`src/rtl/rdemu_pkg.sv`:
```
package rdemu_pkg;
   // Which control wins when read enable and synchronous reset disagree
   typedef enum logic {
      PRIO_CE   = 1'b0,   // synchronous reset acts only together with rd_en
      PRIO_SRST = 1'b1    // synchronous reset acts on its own
   } prio_e;
endpackage

```
`src/rtl/rdemu_ram.sv`:
```
module rdemu_ram #(
   parameter int DW = 8,
   parameter int AW = 4
) (
   input  logic          clk,
   input  logic          we,
   input  logic [AW-1:0] waddr,
   input  logic [DW-1:0] wdata,
   input  logic [AW-1:0] raddr,
   output logic [DW-1:0] rdata
);
   localparam int DEPTH = 1 << AW;

   logic [DW-1:0] mem [DEPTH];

   // raw read port: no enable, no reset, reads old data on collision
   always_ff @(posedge clk) begin
      if (we) mem[waddr] <= wdata;
      rdata <= mem[raddr];
   end
endmodule

```
`src/rtl/rdemu_prio.sv`:
```
module rdemu_prio #(
   parameter rdemu_pkg::prio_e PRIO = rdemu_pkg::PRIO_CE
) (
   input  logic srst,
   input  logic rd_en,
   output logic srst_eff
);
   generate
      if (PRIO == rdemu_pkg::PRIO_CE) begin : g_gate
         // enable-priority port recast as reset-priority: reset needs enable
         assign srst_eff = srst & rd_en;
      end else begin : g_pass
         assign srst_eff = srst;
      end
   endgenerate
endmodule

```
`src/rtl/rdemu_hold.sv`:
```
module rdemu_hold #(
   parameter int          DW       = 8,
   parameter logic [DW-1:0] INIT_VAL = '0,
   parameter logic [DW-1:0] ARST_VAL = '0,
   parameter logic [DW-1:0] SRST_VAL = '0
) (
   input  logic          clk,
   input  logic          arst,
   input  logic          srst_eff,
   input  logic          rd_en,
   input  logic [DW-1:0] ram_q,
   output logic [DW-1:0] dout
);
   // power-up: fresh data not selected, held word is the initial value
   logic          sel_q  = 1'b0;
   logic [DW-1:0] hold_q = INIT_VAL;

   always_ff @(posedge clk or posedge arst) begin
      if (arst) begin
         sel_q  <= 1'b0;
         hold_q <= ARST_VAL;
      end else if (srst_eff) begin
         sel_q  <= 1'b0;
         hold_q <= SRST_VAL;
      end else begin
         sel_q  <= rd_en;
         hold_q <= dout;
      end
   end

   assign dout = sel_q ? ram_q : hold_q;
endmodule

```
`src/rtl/rd_port_emu.sv`:
```
module rd_port_emu #(
   parameter int              DW       = 8,
   parameter int              AW       = 4,
   parameter logic [DW-1:0]   INIT_VAL = 8'hA5,
   parameter logic [DW-1:0]   ARST_VAL = 8'h3C,
   parameter logic [DW-1:0]   SRST_VAL = 8'h5A,
   parameter rdemu_pkg::prio_e PRIO    = rdemu_pkg::PRIO_CE
) (
   input  logic          clk,
   input  logic          arst,
   input  logic          srst,
   input  logic          rd_en,
   input  logic [AW-1:0] rd_addr,
   output logic [DW-1:0] rd_data,
   input  logic          wr_en,
   input  logic [AW-1:0] wr_addr,
   input  logic [DW-1:0] wr_data
);
   generate
      if (DW < 1) begin : g_bad_dw
         $error("rd_port_emu: DW must be at least 1");
      end
      if (AW < 1 || AW > 12) begin : g_bad_aw
         $error("rd_port_emu: AW must lie in 1..12");
      end
   endgenerate

   logic [DW-1:0] ram_q;
   logic          srst_eff;

   rdemu_ram #(.DW(DW), .AW(AW)) u_ram (
      .clk   (clk),
      .we    (wr_en),
      .waddr (wr_addr),
      .wdata (wr_data),
      .raddr (rd_addr),
      .rdata (ram_q)
   );

   rdemu_prio #(.PRIO(PRIO)) u_prio (
      .srst     (srst),
      .rd_en    (rd_en),
      .srst_eff (srst_eff)
   );

   rdemu_hold #(
      .DW(DW), .INIT_VAL(INIT_VAL), .ARST_VAL(ARST_VAL), .SRST_VAL(SRST_VAL)
   ) u_hold (
      .clk      (clk),
      .arst     (arst),
      .srst_eff (srst_eff),
      .rd_en    (rd_en),
      .ram_q    (ram_q),
      .dout     (rd_data)
   );
endmodule

```
`config.mk`:
```
export PLATFORM = sky130hd
export DESIGN_NAME = rd_port_emu
export DESIGN_NICKNAME = d
export VERILOG_FILES = /design/src/rtl/rdemu_pkg.sv /design/src/rtl/rdemu_ram.sv /design/src/rtl/rdemu_prio.sv /design/src/rtl/rdemu_hold.sv /design/src/rtl/rd_port_emu.sv
export SDC_FILE = /design/constraint.sdc
export NUM_CORES = 1
export LEC_CHECK = 0
export CAP_MARGIN = 20
export CORE_ASPECT_RATIO = 1.25
export CORE_UTILIZATION = 36
export DETAILED_ROUTE_END_ITERATION = 8
export GPL_TIMING_DRIVEN = 0
export PLACE_DENSITY = 0.63
export SYNTH_ARGS = -nofsm -noshare
export SYNTH_HDL_FRONTEND = slang
export SYNTH_SLANG_ARGS = --single-unit
export TNS_END_PERCENT = 20
```
`constraint.sdc`:
```
create_clock -name clk -period 1.3 [get_ports clk]
set_input_delay 0.325 -clock clk [delete_from_list [all_inputs] [get_ports clk]]
set_output_delay 0.325 -clock clk [all_outputs]
set_load 0.1 [all_outputs]
```
==> impl.org <==
** Drt
- Overall routed net length :: 10.9 mm
- Total number of vias :: 2,622
- Via/cell ratio :: roughly 5.2
- Number of violations reported at the end of detailed-routing iteration 0 :: 155
- DRT antenna net count :: 0
- First-pass iteration count of the detailed router :: 4
- In the routed design, unresolved DRC markers number 0.
- Mean routed wirelength per cell :: 21.7 um

** Clocking
- CTS HTree Levels :: 4
- Total clock buffers created by CTS :: 17
- Clock-pin slew was measured on the worst setup and hold paths at 0.05 ns.
- CTS saw between 100 and 150 sinks.
- The tree is rooted in a sky130_fd_sc_hd__clkbuf_16.
- The later pin in the worst-skew pair is clocked with a latency of roughly 0.42 ns.
- Buffer depth of the longest clock path :: 2
- CTS tree :: built

** Placement
- Post-placement worst setup slack :: -1.01 ns
- Routability-driven placement congestion ratio :: between 0.7 and 0.8
- Post-DP HPWL :: between 6 and 7 mm
- Including well taps, the total number of placed cells is about 470.
- In this run the tool buffered the top-level ports with 27 buffer cells.

** Layout
- Relative to the synthesized area, the layout overhead comes to 26.0%.
- In the layout the commonest cells are sky130_fd_sc_hd__edfxtp_1 (128), sky130_fd_sc_hd__mux4_2 (28), sky130_fd_sc_hd__clkbuf_16 (17).
- Measured on the finished design, the core utilization comes to 46.5%.
- The repair_antennas step left the layout with diodes totalling 0.
- Final std cells w/o fill :: roughly 500
- Total Nets Final :: between 300 and 400
- The library cell used most frequently in the layout, excluding fill and tap cells, is sky130_fd_sc_hd__edfxtp_1.
- Layout cell share with drive strength beyond 1 :: around 39%

** Timing
- Slew HR :: between 50% and 60%
- Minimum period implied by the final worst setup slack :: roughly 1.8 ns
- Across all setup checks in the final design, the least slack found is -0.466 ns.
- Timing would allow up to ~570 MHz.
- Slew at the pin closest to its max-slew limit :: approximately 0.67 ns
- The final hold violation count was 0.
- Period utilisation layout :: 136%
- Final setup skew :: about 0.013 ns
- Setup violations remaining at the end of the flow were counted as 77.
- Setup repair after global routing missed its margin :: true
- Max Transition Viols Final :: 0

** Critical path
- Traced cell by cell, the critical path runs through buf_8 -> mux2_4 -> buf_12.
- CP Data Arrival Time :: between 1 and 1.5 ns
- The worst setup path is launched from a register.
- Critical path buffer and inverter count :: 2
- The worst register-to-register path begins at u_ram.mem[5][3]$_DFFE_PP_.
- By startpoint and endpoint, the worst setup path is classified as reg -> out.
- On the critical path the largest part of the delay comes from flip-flops.
- Slowest stage cell on the critical path :: sky130_fd_sc_hd__dfrtp_1
- The worst setup path is captured at a primary output.
- In this run the worst setup path begins at u_hold.sel_q$_DFF_PP0_.
- For this run, the slowest stage of the critical path takes 0.39 ns.
- Required @ worst endpoint :: approximately 1 ns
- Crit-path max FO :: 8

** Floorplanning
- The core region is ~0.015 sq mm.
- I/O pin cnt :: 29
- The floorplan step set the die height to about 140 um.
- Number of cell rows :: 50
- From left edge to right edge, the die measures 113 um.
- Die area :: 0.0159 sq mm
- Once the floorplan was initialized, standard cells occupied around 37% of the core.

** Power
- Power spent charging and discharging nets :: ~2.4 mW
- Static leakage :: roughly 2.3 nW
- Dividing total power by cell area gives a power density of ~1600 mW/mm^2.
- Worst IR drop on VDD :: approximately 0.00084 V
- Internal power comes to between 9 and 10 mW.
- Per report_power, the sequential group accounts for 45.9% of the total.
- Combinational fraction of design power :: between 9 and 10%
- Of the total power, the share spent switching nets is 21.2%.
- Clock network fraction of total power :: between 40% and 50%

** Run
- The tool flagged a number of max-cap violations equal to 0.

** GRT
- Via count of the first global-routing pass :: ~2,700
- Pin count of the biggest net entering global routing :: 17
- Initial antenna violation count :: 0
- In the global route stage, overall resource usage came out at 14.8%.
- The first global-routing pass estimated ~16 mm of wire.
- Remaining global-route overflow :: 0

** Logic synthesis
- Post-synthesis register bit count :: between 100 and 150
- Syn_area_per_cell :: roughly 21 sq um
- Syn Inst Count :: between 200 and 300
- Yosys attributes the largest share of cell area to sky130_fd_sc_hd__edfxtp_1 (69%), sky130_fd_sc_hd__mux4_2 (7.3%), sky130_fd_sc_hd__mux4_1 (6.6%).
- Library cells used by synthesis :: 24
- Cell type with the highest aggregate area in the netlist :: sky130_fd_sc_hd__edfxtp_1
- Fraction of synthesized cell area taken by the top area cell type :: about 70%
- Synthesized netlist net count :: ~280
- Mapped Area :: around 0.0055 sq mm
- Syn. warnings :: 0
- Sequential share of the synthesized area :: around 76%

** Status
- Status :: finished, violations left
- The checks that failed: negative setup slack.

** Min path
- HP Class :: in -> async
per-stage QoR:
stage / instance area [sq um] / power, mW / hold slack (ns) / setup TNS (ns)
after floorplan: 5590 / 5.98 / 0.150 / -6.96
after global placement: 6090 / 6.28 / 0.546 / -151.33
after detailed placement: 6100 / 6.30 / 0.562 / -152.76
after CTS: 6950 / 11.5 / 0.170 / -6.58
after global routing: 6980 / 11.8 / 0.214 / -15.04
final: 6980 / 11.5 / 0.185 / -10.53
final cells by class:
cell class | instances | area (sq um)
multi-input combinational | 101 | 1410
clock buffer | 18 | 429
timing repair buffer | 33 | 383
inverter | 1 | 3.75
buffer | 9 | 95.1
sequential | 145 | 4230
clock inverter | 13 | 193
tap | 182 | 228
fill | 1239 | 8040
worst register-to-register path, cell delays in order (launching register included):
cell	delay, ns
sky130_fd_sc_hd__edfxtp_1	0.36
sky130_fd_sc_hd__mux4_1	0.56
sky130_fd_sc_hd__a22oi_2	0.19
sky130_fd_sc_hd__nand2_1	0.10
power groups by stage:
stage                     registers, mW  logic (mW)  clock network (mW)
after CTS                          5.27        1.09                5.16
after global placement             5.35       0.925                   0
after floorplan                    5.34       0.637                   0
after detailed placement           5.36       0.945                   0
after global routing               5.28        1.16                5.32
final                              5.27        1.11                5.09
worst paths after layout:
path | depth (start not counted) | slack, ns | to
worst min register to register | 2 | 0.60 | u_hold.hold_q[3]$_DFF_PP1_
worst max register to register | 3 | -0.05 | u_ram.rdata[3]$_DFF_P_
worst min-delay path | 2 | 0.19 | u_hold.hold_q[6]$_DFF_PP0_
worst max-delay path | 3 | -0.47 | rd_data[6]
min in group clk | 3 | 0.42 | u_ram.mem[4][1]$_DFFE_PP_
max in group asynchronous | 2 | 0.81 | u_hold.hold_q[2]$_DFF_PP1_
cells in the mapped netlist:
| library cell | count |
|---|---|
| sky130_fd_sc_hd__edfxtp_1 | 128 |
| sky130_fd_sc_hd__mux4_2 | 18 |
| sky130_fd_sc_hd__a22oi_1 | 16 |
| sky130_fd_sc_hd__mux4_1 | 14 |
| sky130_fd_sc_hd__nor2_1 | 13 |
| sky130_fd_sc_hd__nand2_1 | 10 |
| sky130_fd_sc_hd__dfxtp_1 | 8 |
| sky130_fd_sc_hd__mux2_2 | 8 |
| sky130_fd_sc_hd__nand2b_1 | 6 |
| sky130_fd_sc_hd__and2_1 | 5 |
| sky130_fd_sc_hd__dfrtp_1 | 5 |
| sky130_fd_sc_hd__dfstp_2 | 4 |
| sky130_fd_sc_hd__nor3_1 | 4 |
| sky130_fd_sc_hd__buf_2 | 3 |
| sky130_fd_sc_hd__buf_6 | 3 |
| sky130_fd_sc_hd__clkdlybuf4s25_2 | 3 |
| sky130_fd_sc_hd__nand3b_1 | 2 |
| sky130_fd_sc_hd__nor2b_1 | 2 |
| sky130_fd_sc_hd__and2b_1 | 1 |
| sky130_fd_sc_hd__buf_4 | 1 |
| sky130_fd_sc_hd__clkbuf_1 | 1 |
| sky130_fd_sc_hd__inv_1 | 1 |
| sky130_fd_sc_hd__nand3_1 | 1 |
| sky130_fd_sc_hd__or3b_2 | 1 |
layer usage:
metal	vias up	track usage, %	share of wire (%)
li1	1160	-	-
met1	1369	18.0	42
met4	0	7.48	1.7
met5	-	0	0
met3	12	3.87	4.7
met2	81	24.3	52
state kept, by name (all words and copies together) (netlist names):
register	count
u_hold.sel_q	1
u_ram.mem	128
u_ram.rdata	8
u_hold.hold_q	8
cell families (layout without fill, tap and decap cells):
| family | Yosys count | after routing | synth area share [%] |
|---|---|---|---|
| flops | 145 | 145 | 76.5 |
| simple gates | 45 | 45 | 4.05 |
| mux | 40 | 40 | 15.6 |
| compound gates | 16 | 16 | 2.17 |
| buf+inv | 12 | 74 | 1.70 |
what timing repair did:
item | in CTS | in global routing
buffers inserted | 3 | 1
resized for setup | 126 | 26
endpoints found under the setup margin | 144 | 118
hold buffers | 0 | 0
pin swaps | 7 | 12
No activity file was read; power rests on OpenSTA's default activity.
